File: src/rtl/exc_pkg.sv
package exc_pkg;
    localparam int XLEN     = 32;
    localparam int CODE_W   = 5;
    localparam int KIND_W   = 4;

    localparam int ST_EXL   = 1;
    localparam int ST_ERL   = 2;
    localparam int ST_NMI   = 19;
    localparam int ST_SR    = 20;
    localparam int ST_BEV   = 22;
    localparam int CA_BD    = 31;
    localparam int CA_LO    = 2;
    localparam int DB_DDBL  = 3;

    typedef enum logic [KIND_W-1:0] {
        EK_INT    = 4'd0,
        EK_TLBMOD = 4'd1,
        EK_TLBL   = 4'd2,
        EK_TLBS   = 4'd3,
        EK_ADEL   = 4'd4,
        EK_ADES   = 4'd5,
        EK_SYS    = 4'd6,
        EK_BRK    = 4'd7,
        EK_RI     = 4'd8,
        EK_OV     = 4'd9,
        EK_DBG    = 4'd10,
        EK_DDBL   = 4'd11,
        EK_SRST   = 4'd12,
        EK_NMI    = 4'd13
    } exc_kind_e;

    typedef enum logic [1:0] {
        CL_NONE = 2'd0,
        CL_GEN  = 2'd1,
        CL_ERR  = 2'd2,
        CL_DBG  = 2'd3
    } exc_class_e;

    typedef struct packed {
        logic [XLEN-1:0] status;
        logic [XLEN-1:0] cause;
        logic [XLEN-1:0] epc;
        logic [XLEN-1:0] errepc;
        logic [XLEN-1:0] depc;
        logic [XLEN-1:0] debug;
        logic [XLEN-1:0] watch;
        logic            dmode;
        logic            umode;
        logic            redirect;
        logic [XLEN-1:0] fetch;
    } ctl_state_t;
endpackage

File: src/rtl/exc_decode.sv
module exc_decode
    import exc_pkg::*;
(
    input  logic [KIND_W-1:0] kind_i,
    output exc_class_e        cls_o,
    output logic [CODE_W-1:0] code_o,
    output logic              tlb_miss_o
);
    always_comb begin
        cls_o      = CL_GEN;
        code_o     = '0;
        tlb_miss_o = 1'b0;
        case (kind_i)
            EK_INT:    code_o = 5'd0;
            EK_TLBMOD: code_o = 5'd1;
            EK_TLBL:   begin code_o = 5'd2; tlb_miss_o = 1'b1; end
            EK_TLBS:   begin code_o = 5'd3; tlb_miss_o = 1'b1; end
            EK_ADEL:   code_o = 5'd4;
            EK_ADES:   code_o = 5'd5;
            EK_SYS:    code_o = 5'd8;
            EK_BRK:    code_o = 5'd9;
            EK_RI:     code_o = 5'd10;
            EK_OV:     code_o = 5'd12;
            EK_DBG,
            EK_DDBL:   cls_o = CL_DBG;
            EK_SRST,
            EK_NMI:    cls_o = CL_ERR;
            default:   cls_o = CL_NONE;
        endcase
    end
endmodule

File: src/rtl/exc_ret_addr.sv
module exc_ret_addr #(
    parameter int W     = 32,
    parameter int ISTEP = 4
) (
    input  logic [W-1:0] pc_i,
    input  logic         in_slot_i,
    output logic [W-1:0] ret_o
);
    localparam logic [W-1:0] STEP = W'(ISTEP);

    // A delay-slot instruction resumes at its branch, one instruction earlier.
    assign ret_o = in_slot_i ? (pc_i - STEP) : pc_i;
endmodule

File: src/rtl/exc_vector.sv
module exc_vector
    import exc_pkg::*;
#(
    parameter logic [XLEN-1:0] GEN_BASE_BOOT = 32'hBFC0_0200,
    parameter logic [XLEN-1:0] GEN_BASE_RUN  = 32'h8000_0000,
    parameter logic [XLEN-1:0] GEN_OFFSET    = 32'h0000_0180,
    parameter logic [XLEN-1:0] REFILL_OFFSET = 32'h0000_0000,
    parameter logic [XLEN-1:0] ERR_VEC       = 32'hBFC0_0000,
    parameter logic [XLEN-1:0] DBG_VEC       = 32'hBFC0_0480
) (
    input  exc_class_e      cls_i,
    input  logic            bev_i,
    input  logic            exl_i,
    input  logic            refill_i,
    input  logic            tlb_miss_i,
    output logic [XLEN-1:0] vec_o
);
    logic [XLEN-1:0] base;
    logic [XLEN-1:0] offs;

    always_comb begin
        base  = bev_i ? GEN_BASE_BOOT : GEN_BASE_RUN;
        offs  = (tlb_miss_i && refill_i && !exl_i) ? REFILL_OFFSET : GEN_OFFSET;
        case (cls_i)
            CL_GEN:  vec_o = base + offs;
            CL_ERR:  vec_o = ERR_VEC;
            CL_DBG:  vec_o = DBG_VEC;
            default: vec_o = '0;
        endcase
    end
endmodule

File: src/rtl/exc_entry_ctrl.sv
module exc_entry_ctrl
    import exc_pkg::*;
#(
    parameter int ISTEP = 4
) (
    input  logic              clk,
    input  logic              rst,
    input  logic              req_valid,
    input  logic [KIND_W-1:0] req_kind,
    input  logic [XLEN-1:0]   req_pc,
    input  logic              req_in_slot,
    input  logic              req_refill,
    input  logic              ctx_load,
    input  logic [XLEN-1:0]   ctx_status,
    input  logic              ctx_user,
    input  logic [XLEN-1:0]   ctx_watch,
    output logic              redirect_o,
    output logic [XLEN-1:0]   fetch_pc_o,
    output logic [XLEN-1:0]   status_o,
    output logic [XLEN-1:0]   cause_o,
    output logic [XLEN-1:0]   epc_o,
    output logic [XLEN-1:0]   errorepc_o,
    output logic [XLEN-1:0]   depc_o,
    output logic [XLEN-1:0]   debug_o,
    output logic [XLEN-1:0]   watch_o,
    output logic              debug_mode_o,
    output logic              user_mode_o
);
    localparam logic [XLEN-1:0] STATUS_RST = (XLEN'(1) << ST_BEV) | (XLEN'(1) << ST_ERL);

    ctl_state_t        st_d, st_q;
    exc_class_e        cls;
    logic [CODE_W-1:0] code;
    logic              tlb_miss;
    logic [XLEN-1:0]   ret_addr;
    logic [XLEN-1:0]   vec;
    logic              take;

    exc_decode u_dec (
        .kind_i     (req_kind),
        .cls_o      (cls),
        .code_o     (code),
        .tlb_miss_o (tlb_miss)
    );

    exc_ret_addr #(.W(XLEN), .ISTEP(ISTEP)) u_ret (
        .pc_i      (req_pc),
        .in_slot_i (req_in_slot),
        .ret_o     (ret_addr)
    );

    exc_vector u_vec (
        .cls_i      (cls),
        .bev_i      (st_q.status[ST_BEV]),
        .exl_i      (st_q.status[ST_EXL]),
        .refill_i   (req_refill),
        .tlb_miss_i (tlb_miss),
        .vec_o      (vec)
    );

    assign take = req_valid && (cls != CL_NONE);

    always_comb begin
        st_d          = st_q;
        st_d.redirect = 1'b0;
        if (take) begin
            st_d.redirect = 1'b1;
            st_d.fetch    = vec;
            st_d.umode    = 1'b0;
            case (cls)
                CL_DBG: begin
                    st_d.depc  = ret_addr;
                    st_d.dmode = 1'b1;
                    if (req_kind == EK_DDBL)
                        st_d.debug[DB_DDBL] = 1'b1;
                end
                CL_ERR: begin
                    if (req_kind == EK_SRST) begin
                        st_d.status[ST_SR] = 1'b1;
                        st_d.watch         = '0;
                    end else begin
                        st_d.status[ST_NMI] = 1'b1;
                    end
                    st_d.errepc          = ret_addr;
                    st_d.status[ST_ERL]  = 1'b1;
                    st_d.status[ST_BEV]  = 1'b1;
                end
                default: begin
                    if (!st_q.status[ST_EXL]) begin
                        st_d.epc          = ret_addr;
                        st_d.cause[CA_BD] = req_in_slot;
                    end
                    st_d.status[ST_EXL]             = 1'b1;
                    st_d.cause[CA_LO+CODE_W-1:CA_LO] = code;
                end
            endcase
        end else if (ctx_load) begin
            st_d.status = ctx_status;
            st_d.umode  = ctx_user;
            st_d.watch  = ctx_watch;
        end
    end

    always_ff @(posedge clk) begin
        if (rst) begin
            st_q        <= '0;
            st_q.status <= STATUS_RST;
        end else begin
            st_q <= st_d;
        end
    end

    assign redirect_o   = st_q.redirect;
    assign fetch_pc_o   = st_q.fetch;
    assign status_o     = st_q.status;
    assign cause_o      = st_q.cause;
    assign epc_o        = st_q.epc;
    assign errorepc_o   = st_q.errepc;
    assign depc_o       = st_q.depc;
    assign debug_o      = st_q.debug;
    assign watch_o      = st_q.watch;
    assign debug_mode_o = st_q.dmode;
    assign user_mode_o  = st_q.umode;
endmodule

File: config.mk
export PLATFORM = sky130hd
export DESIGN_NAME = exc_entry_ctrl
export DESIGN_NICKNAME = d
export VERILOG_FILES = /design/src/rtl/exc_pkg.sv /design/src/rtl/exc_decode.sv /design/src/rtl/exc_ret_addr.sv /design/src/rtl/exc_vector.sv /design/src/rtl/exc_entry_ctrl.sv
export SDC_FILE = /design/constraint.sdc
export NUM_CORES = 1
export LEC_CHECK = 0
export BUFFER_PORTS_ARGS = -buffer_cell sky130_fd_sc_hd__clkbuf_2
export CORE_MARGIN = 1.5
export CORE_UTILIZATION = 44
export CTS_CLUSTER_DIAMETER = 200
export CTS_CLUSTER_SIZE = 25
export DETAILED_ROUTE_END_ITERATION = 10
export HOLD_SLACK_MARGIN = 0.06
export PLACE_DENSITY = 0.82
export SKIP_CTS_REPAIR_TIMING = 1
export SYNTH_ARGS = -nofsm -noshare
export SYNTH_HDL_FRONTEND = slang
export SYNTH_HIERARCHICAL = 1
export SYNTH_SLANG_ARGS = --single-unit
File: constraint.sdc
create_clock -name clk -period 2.6 [get_ports clk]
set_clock_uncertainty 0.05 [all_clocks]
set_input_delay 0.52 -clock clk [delete_from_list [all_inputs] [get_ports clk]]
set_output_delay 0.52 -clock clk [all_outputs]
set_load 0.05 [all_outputs]
==> out/summary.txt, run 1 <==
Core area -> 20200 um2
PortBufs -> 308
Max Freq -> 0.451 GHz
Worst R2R Path Depth -> 4
Worst setup path start -> req_pc[2]
Area grow syn2layout -> 20.6%
Final Util -> 53.8%
PwrDens -> 628 nW/um2
CTS tree -> done
Final hold vios -> 0
Initial antenna violation count -> 1
Setup-failing EPs final -> 0
Min cycle time layout -> 2.22 ns
Sequential share of the synthesized area -> 45.0%
Tightest Pin Transition -> 0.737 ns
Die W -> 146 um
Reg2reg start -> status_o[1]
Total power -> 0.00681 W
Peak supply drop -> 0.694 mV
Hpwl dp -> 17.1 mm
Root Buffer Master -> clkbuf_16
Post-Syn Area -> 8990 um2
Data required, critical path -> 2.96 ns
Synth cell types -> 52
Sink Count -> 202
Pleak -> 4.82 nW
Mean post-synth cell area -> 8.28 um2
Htree depth -> 1
Reg2Reg Setup Slack -> 1.35 ns
Total of max-cap violations -> 0
Register Area -> 4040 um2
RR Endpoint -> epc_o[17]
Die height -> 146 um
DRC errors left -> 0
Share of cells above drive strength 1 -> 27.7%
Vias per cell -> 4.98
Drt first-iter violations -> 343
Num rows -> 52
Routed len/inst -> 15.0 um
Final max-slew violation count -> 0
Worst skew pair latency -> 0.46 ns
Reg clk slew, reported paths -> 0.10 ns
WL final -> 24.4 mm
Die footprint -> 21300 um2
GR Util All Layers -> 21.9%
Fin crit share -> 85.3%
Longest Clk Path Bufs -> 3
Cells after Synth -> 1086
Outcome -> finished, final reports clean
Crit Path Max Fanout -> 6
Hold path cells -> 3
Worst Path Arrival -> 2.57 ns
Placer Congestion -> 0.874
Type of the most critical hold path -> in -> reg
Post-DRT Antenna Nets -> 0
RSZ-0062 raised after global routing -> no
Grt ovf -> 0
CP Capture Type -> flop
First-pass GRT wire length -> 38.4 mm
Vias in the first global route -> 7494
# fillers -> 1883
Number of iterations in the first detailed-routing pass -> 5
Largest net degree at the start of global routing -> 116
Area of the multi-input gates -> 4150 um2
IO Count -> 366
Hold_sp -> ctx_status[27]
CP Class -> in -> reg
Max_slew headroom -> 50.9%
Final #Nets -> 1456
CTS buffer count -> 12
Yosys warns -> 6
CP Launch Type -> input port
Register bit count reported by yosys -> 202
Hold endpoint -> status_o[27]
Initial Util -> 44.6%
Via count -> 8063
area by class of cell:
cell class                      instances  area share, %
Sequential cell                       202           37.3
Timing Repair Buffer                  341           17.8
Antenna cell                            1         0.0231
Clock buffer                           13           3.00
Tap cell                              270           3.12
Inverter                                5          0.173
Multi-Input combinational cell        786           38.3
Clock inverter                          1          0.277
layer usage:
metal	up-vias	track usage (%)	part of all wire, %
met5	-	0	0
met4	0	8.11	3.6
met3	62	4.83	7.7
met2	365	38.7	50
met1	3707	26.0	39
li1	3929	-	-
worst max-delay path by stage:
stage,to,slack [ns],cells after the start
5_1_grt,errorepc_o[24],0.28,10
3_5_place_dp,epc_o[31],-0.04,7
3_3_place_gp,depc_o[31],0.007,7
4_1_cts,errorepc_o[23],0.44,8
6_report,epc_o[22],0.38,10
2_1_floorplan,depc_o[31],0.12,7
kinds of logic (layout without fill, tap and decap cells):
group | after synthesis | in the layout | synth area share, %
XOR/XNOR | 30 | 30 | 2.92
other | 3 | 78 | 0.125
adder cells (fa/ha/maj) | 1 | 1 | 0.139
AND/OR/NAND/NOR | 440 | 440 | 23.7
AO/OA/AOI/OAI | 198 | 198 | 11.5
multiplexers | 40 | 40 | 4.51
flip-flops | 202 | 202 | 45.0
buffers and inverters | 172 | 360 | 12.1
cell usage in the layout (no fill, tap or decap), types with 3 or more instances in the layout:
| master | synthesis | routed |
|---|---|---|
| o21ai_0 | 29 | 29 |
| nand2b_1 | 35 | 35 |
| buf_4 | 91 | 22 |
| mux2i_1 | 39 | 39 |
| inv_1 | 5 | 5 |
| clkbuf_2 | 0 | 307 |
| nand3_1 | 33 | 33 |
| nand2_1 | 266 | 266 |
| a21oi_1 | 161 | 161 |
| nand3b_1 | 34 | 34 |
| clkbuf_16 | 0 | 13 |
| xor2_1 | 25 | 25 |
| dfxtp_1 | 202 | 202 |
| xnor2_1 | 5 | 5 |
| or2_2 | 5 | 5 |
| buf_12 | 3 | 11 |
| nor2_1 | 19 | 19 |
| nor4_1 | 7 | 7 |
| nor3_1 | 9 | 9 |
| or3_1 | 3 | 3 |
| conb_1 | 3 | 77 |
sequential cells by signal, summed over array words and instances (netlist names):
signal / count
cause_o: 6
epc_o: 32
errorepc_o: 32
redirect_o: 1
depc_o: 32
debug_mode_o: 1
user_mode_o: 1
debug_o: 1
watch_o: 32
status_o: 32
fetch_pc_o: 32
where the power goes:
part,switching [W],internal [W],total [W]
sequential,0.0000762,0.00324,0.00331
clock,0.00105,0.000920,0.00197
combinational,0.00115,0.000378,0.00153
metrics by stage:
stage                     instances  TNS [ns]  instance area, um2  worst slack, ns  hold slack (ns)
after detailed placement       1604    -0.262               10500          -0.0397            0.397
after floorplan                1160         0                9270            0.115            0.606
after CTS                      1618         0               10800            0.441            0.206
after global placement         1604         0               10500          0.00724            0.391
after global routing           1619         0               10800            0.280            0.219
final                          1619         0               10800            0.382            0.223
cell usage after synthesis, drive strengths merged:
cell	number	area, um2
nand2	266	998
dfxtp	202	4040
a21oi	161	806
buf	132	936
mux2i	39	390
clkbuf	35	131
nand2b	35	219
nand3b	35	275
nand3	33	165
o21ai	30	154
xor2	25	219
nor2	19	71.3
nor3	9	45.0
nor4	9	77.6
or2	7	43.8
inv	5	18.8
xnor2	5	43.8
or4	4	37.5
conb	3	11.3
nor3b	3	32.5
or3	3	18.8
and2	2	12.5
and3	2	12.5
and3b	2	17.5
nand4bb	2	22.5
nor2b	2	12.5
nor4b	2	17.5
a211oi	1	7.51
a21boi	1	7.51
a221oi	1	8.76
a22o	1	8.76
a311oi	1	8.76
and4b	1	10.0
and4bb	1	12.5
ha	1	12.5
mux2	1	15.0
nand4	1	6.26
nand4b	1	15.0
nor4bb	1	10.0
o21a	1	15.0
o22ai	1	20.0
worst max-delay path: stages:
cell and delay [ns]:
clkbuf_2 0.11, inv_1 0.06, ha_1 0.16, nor4bb_1 0.33, buf_4 0.20, nand4_1 0.31, nor4_1 0.34, xor2_1 0.31
nand2_1 0.09, a21oi_1 0.13
Note: power is estimated with default switching activity, not from simulation.
==> inputs of run 2 (changes only) <==
Settings changed: CORE_UTILIZATION 44 to 45, CTS_BUF_LIST from default to sky130_fd_sc_hd__clkbuf_4 sky130_fd_sc_hd__clkbuf_8, PLACE_DENSITY 0.82 to 0.83.
==> run 2 against run 1 <==
Compared with the run above:
- sequential cell count unchanged
- worst hold slack worse by 0.040 ns
- combinational power barely moved
- critical path type unchanged
- total power down 7.7%
- setup slack improved by 0.017 ns
- clock power fell by 26%
- sequential share of layout area increased by 0.71 points
- routed wire length decreased by 1.5%
- global-route usage decreased by 0.073 points
- cell area fell by 1.9%
- maximum frequency grew 0.76%
- first-iteration DRC count rose by 17%
- highest routed layer unchanged
==> out/summary.txt, run 2 (synthesis gave the netlist of run 1 again) <==
CTS buffer count -> 12 (unchanged)
Worst setup path start -> req_pc[16] (was req_pc[2])
GR Util All Layers -> 21.8% (was 21.9%)
Hold_sp -> ctx_status[6] (was ctx_status[27])
DRC errors left -> 0 (unchanged)
Htree depth -> 1 (unchanged)
Vias in the first global route -> 7408 (was 7494)
Largest net degree at the start of global routing -> 83 (was 116)
Sw frac -> 35.0% (was 33.4%)
Max Freq -> 0.454 GHz (was 0.451 GHz)
Fin worst setup slack -> 0.399 ns (was 0.382 ns)
Drt first-iter violations -> 403 (was 343)
Setup-failing EPs final -> 0 (unchanged)
IO Count -> 366 (unchanged)
Clock share of power -> 23.1% (was 28.9%)
Final #Nets -> 1451 (was 1456)
Vias per cell -> 5.03 (was 4.98)
Placed Area -> 10400 um2 (was 10500 um2)
PwrDens -> 591 nW/um2 (was 628 nW/um2)
Share of cells above drive strength 1 -> 27.5% (was 27.7%)
Comb power frac -> 24.2% (was 22.5%)
RSZ-0062 raised after global routing -> no (unchanged)
PortBufs -> 308 (unchanged)
Reg2Reg Setup Slack -> 1.34 ns (was 1.35 ns)
Worst skew pair latency -> 0.49 ns (was 0.46 ns)
Most frequent cells in the layout -> 307 x clkbuf_2, 266 x nand2_1, 202 x dfxtp_1 (unchanged)
Pleak -> 4.72 nW (was 4.82 nW)
Commonest non-fill, non-tap cell in the layout -> clkbuf_2 (unchanged)
Die height -> 144 um (was 146 um)
Type of the most critical hold path -> in -> reg (unchanged)
CP Capture Type -> flop (unchanged)
CP Launch Type -> input port (unchanged)
Post-route cell area -> 10600 um2 (was 10800 um2)
Min cycle time layout -> 2.20 ns (was 2.22 ns)
Crit Path Max Fanout -> 6 (unchanged)
Die W -> 144 um (was 146 um)
Int Pwr -> 0.00409 W (was 0.00453 W)
Routed len/inst -> 14.9 um (was 15.0 um)
Worst Path Arrival -> 2.58 ns (was 2.57 ns)
Fin crit share -> 84.6% (was 85.3%)
Hpwl dp -> 16.9 mm (was 17.1 mm)
Pre-CTS WS -> -0.0545 ns (was -0.0397 ns)
Data required, critical path -> 2.98 ns (was 2.96 ns)
Reg2reg start -> status_o[1] (unchanged)
Reg clk slew, reported paths -> 0.15 ns (was 0.10 ns)
CP Class -> in -> reg (unchanged)
WL final -> 24.0 mm (was 24.4 mm)
Area grow syn2layout -> 18.3% (was 20.6%)
Via count -> 8091 (was 8063)
Core area -> 19500 um2 (was 20200 um2)
Total of max-cap violations -> 0 (unchanged)
Grt ovf -> 0 (unchanged)
Root Buffer Master -> clkbuf_8 (was clkbuf_16)
First-pass GRT wire length -> 36.8 mm (was 38.4 mm)
Initial antenna violation count -> 1 (unchanged)
Placer Congestion -> 0.862 (was 0.874)
Psw -> 0.00220 W (was 0.00228 W)
Register share of total power -> 52.7% (was 48.6%)
Initial Util -> 46.0% (was 44.6%)
Sink Count -> 202 (unchanged)
Final max-slew violation count -> 0 (unchanged)
Num rows -> 51 (was 52)
Die footprint -> 20800 um2 (was 21300 um2)
Longest Clk Path Bufs -> 3 (unchanged)
Number of iterations in the first detailed-routing pass -> 5 (unchanged)
Post-DRT Antenna Nets -> 0 (unchanged)
Final hold vios -> 0 (unchanged)
CTS tree -> done (unchanged)
Outcome -> finished, final reports clean (unchanged)
Peak supply drop -> 0.423 mV (was 0.694 mV)
## run 2: cell count changes in the layout (fill, tap and decap cells not counted)
cell,previous run,this run
buf_12,11,10
buf_4,22,18
clkbuf_16,13,0
clkbuf_8,0,13
## run 2: final timing paths
kind,end,depth (start not counted)
setup reg to reg,epc_o[16],4
hold / removal,status_o[6],3
setup / recovery,errorepc_o[23],8
hold reg to reg,fetch_pc_o[25],2
## run 2: layout make-up
type	instances	area (um2)
Timing Repair Buffer	336	1880
Multi-Input combinational cell	786	4150
Antenna cell	1	2.50
Clock inverter	1	30.0
Fill cell	1839	8890
Sequential cell	202	4040
Tap cell	265	332
Clock buffer	13	179
Inverter	5	18.8
## run 2: worst max-delay path: stages
cell and delay, ns:
clkbuf_2 0.09, or4_4 0.54, buf_4 0.16, or2_2 0.34, nor4_1 0.34, xor2_1 0.36, nand2_1 0.10, a21oi_1 0.14
## run 2: routing by layer
layer | track usage, % | part of all wire (%) | wire, um | vias up
met4 | 9.73 | 4.3 | 1020 | 0
met2 | 37.4 | 48 | 11500 | 362
met5 | 0 | 0 | 0 | -
met1 | 25.5 | 39 | 9370 | 3740
li1 | - | - | - | 3920
met3 | 6.06 | 8.7 | 2080 | 69
## run 2: metrics by stage
step	utilization [%]	total power, W	std cells	hold WS (ns)	setup TNS, ns
5_1_grt	54.5	0.00657	1609	0.155	0
2_1_floorplan	-	0.00462	1160	0.606	0
4_1_cts	54.5	0.00635	1608	0.142	0
6_report	54.5	0.00629	1609	0.182	0
3_5_place_dp	53.4	0.00490	1594	0.396	-0.228
3_3_place_gp	53.4	0.00488	1594	0.391	0
## run 2: power groups by stage
stage	logic, W	clock network [W]	registers, W
finish	0.00152	0.00145	0.00332
global route	0.00162	0.00162	0.00333
CTS	0.00152	0.00151	0.00332
detailed placement	0.00152	0	0.00338
global placement	0.00150	0	0.00338
floorplan	0.000744	0	0.00387
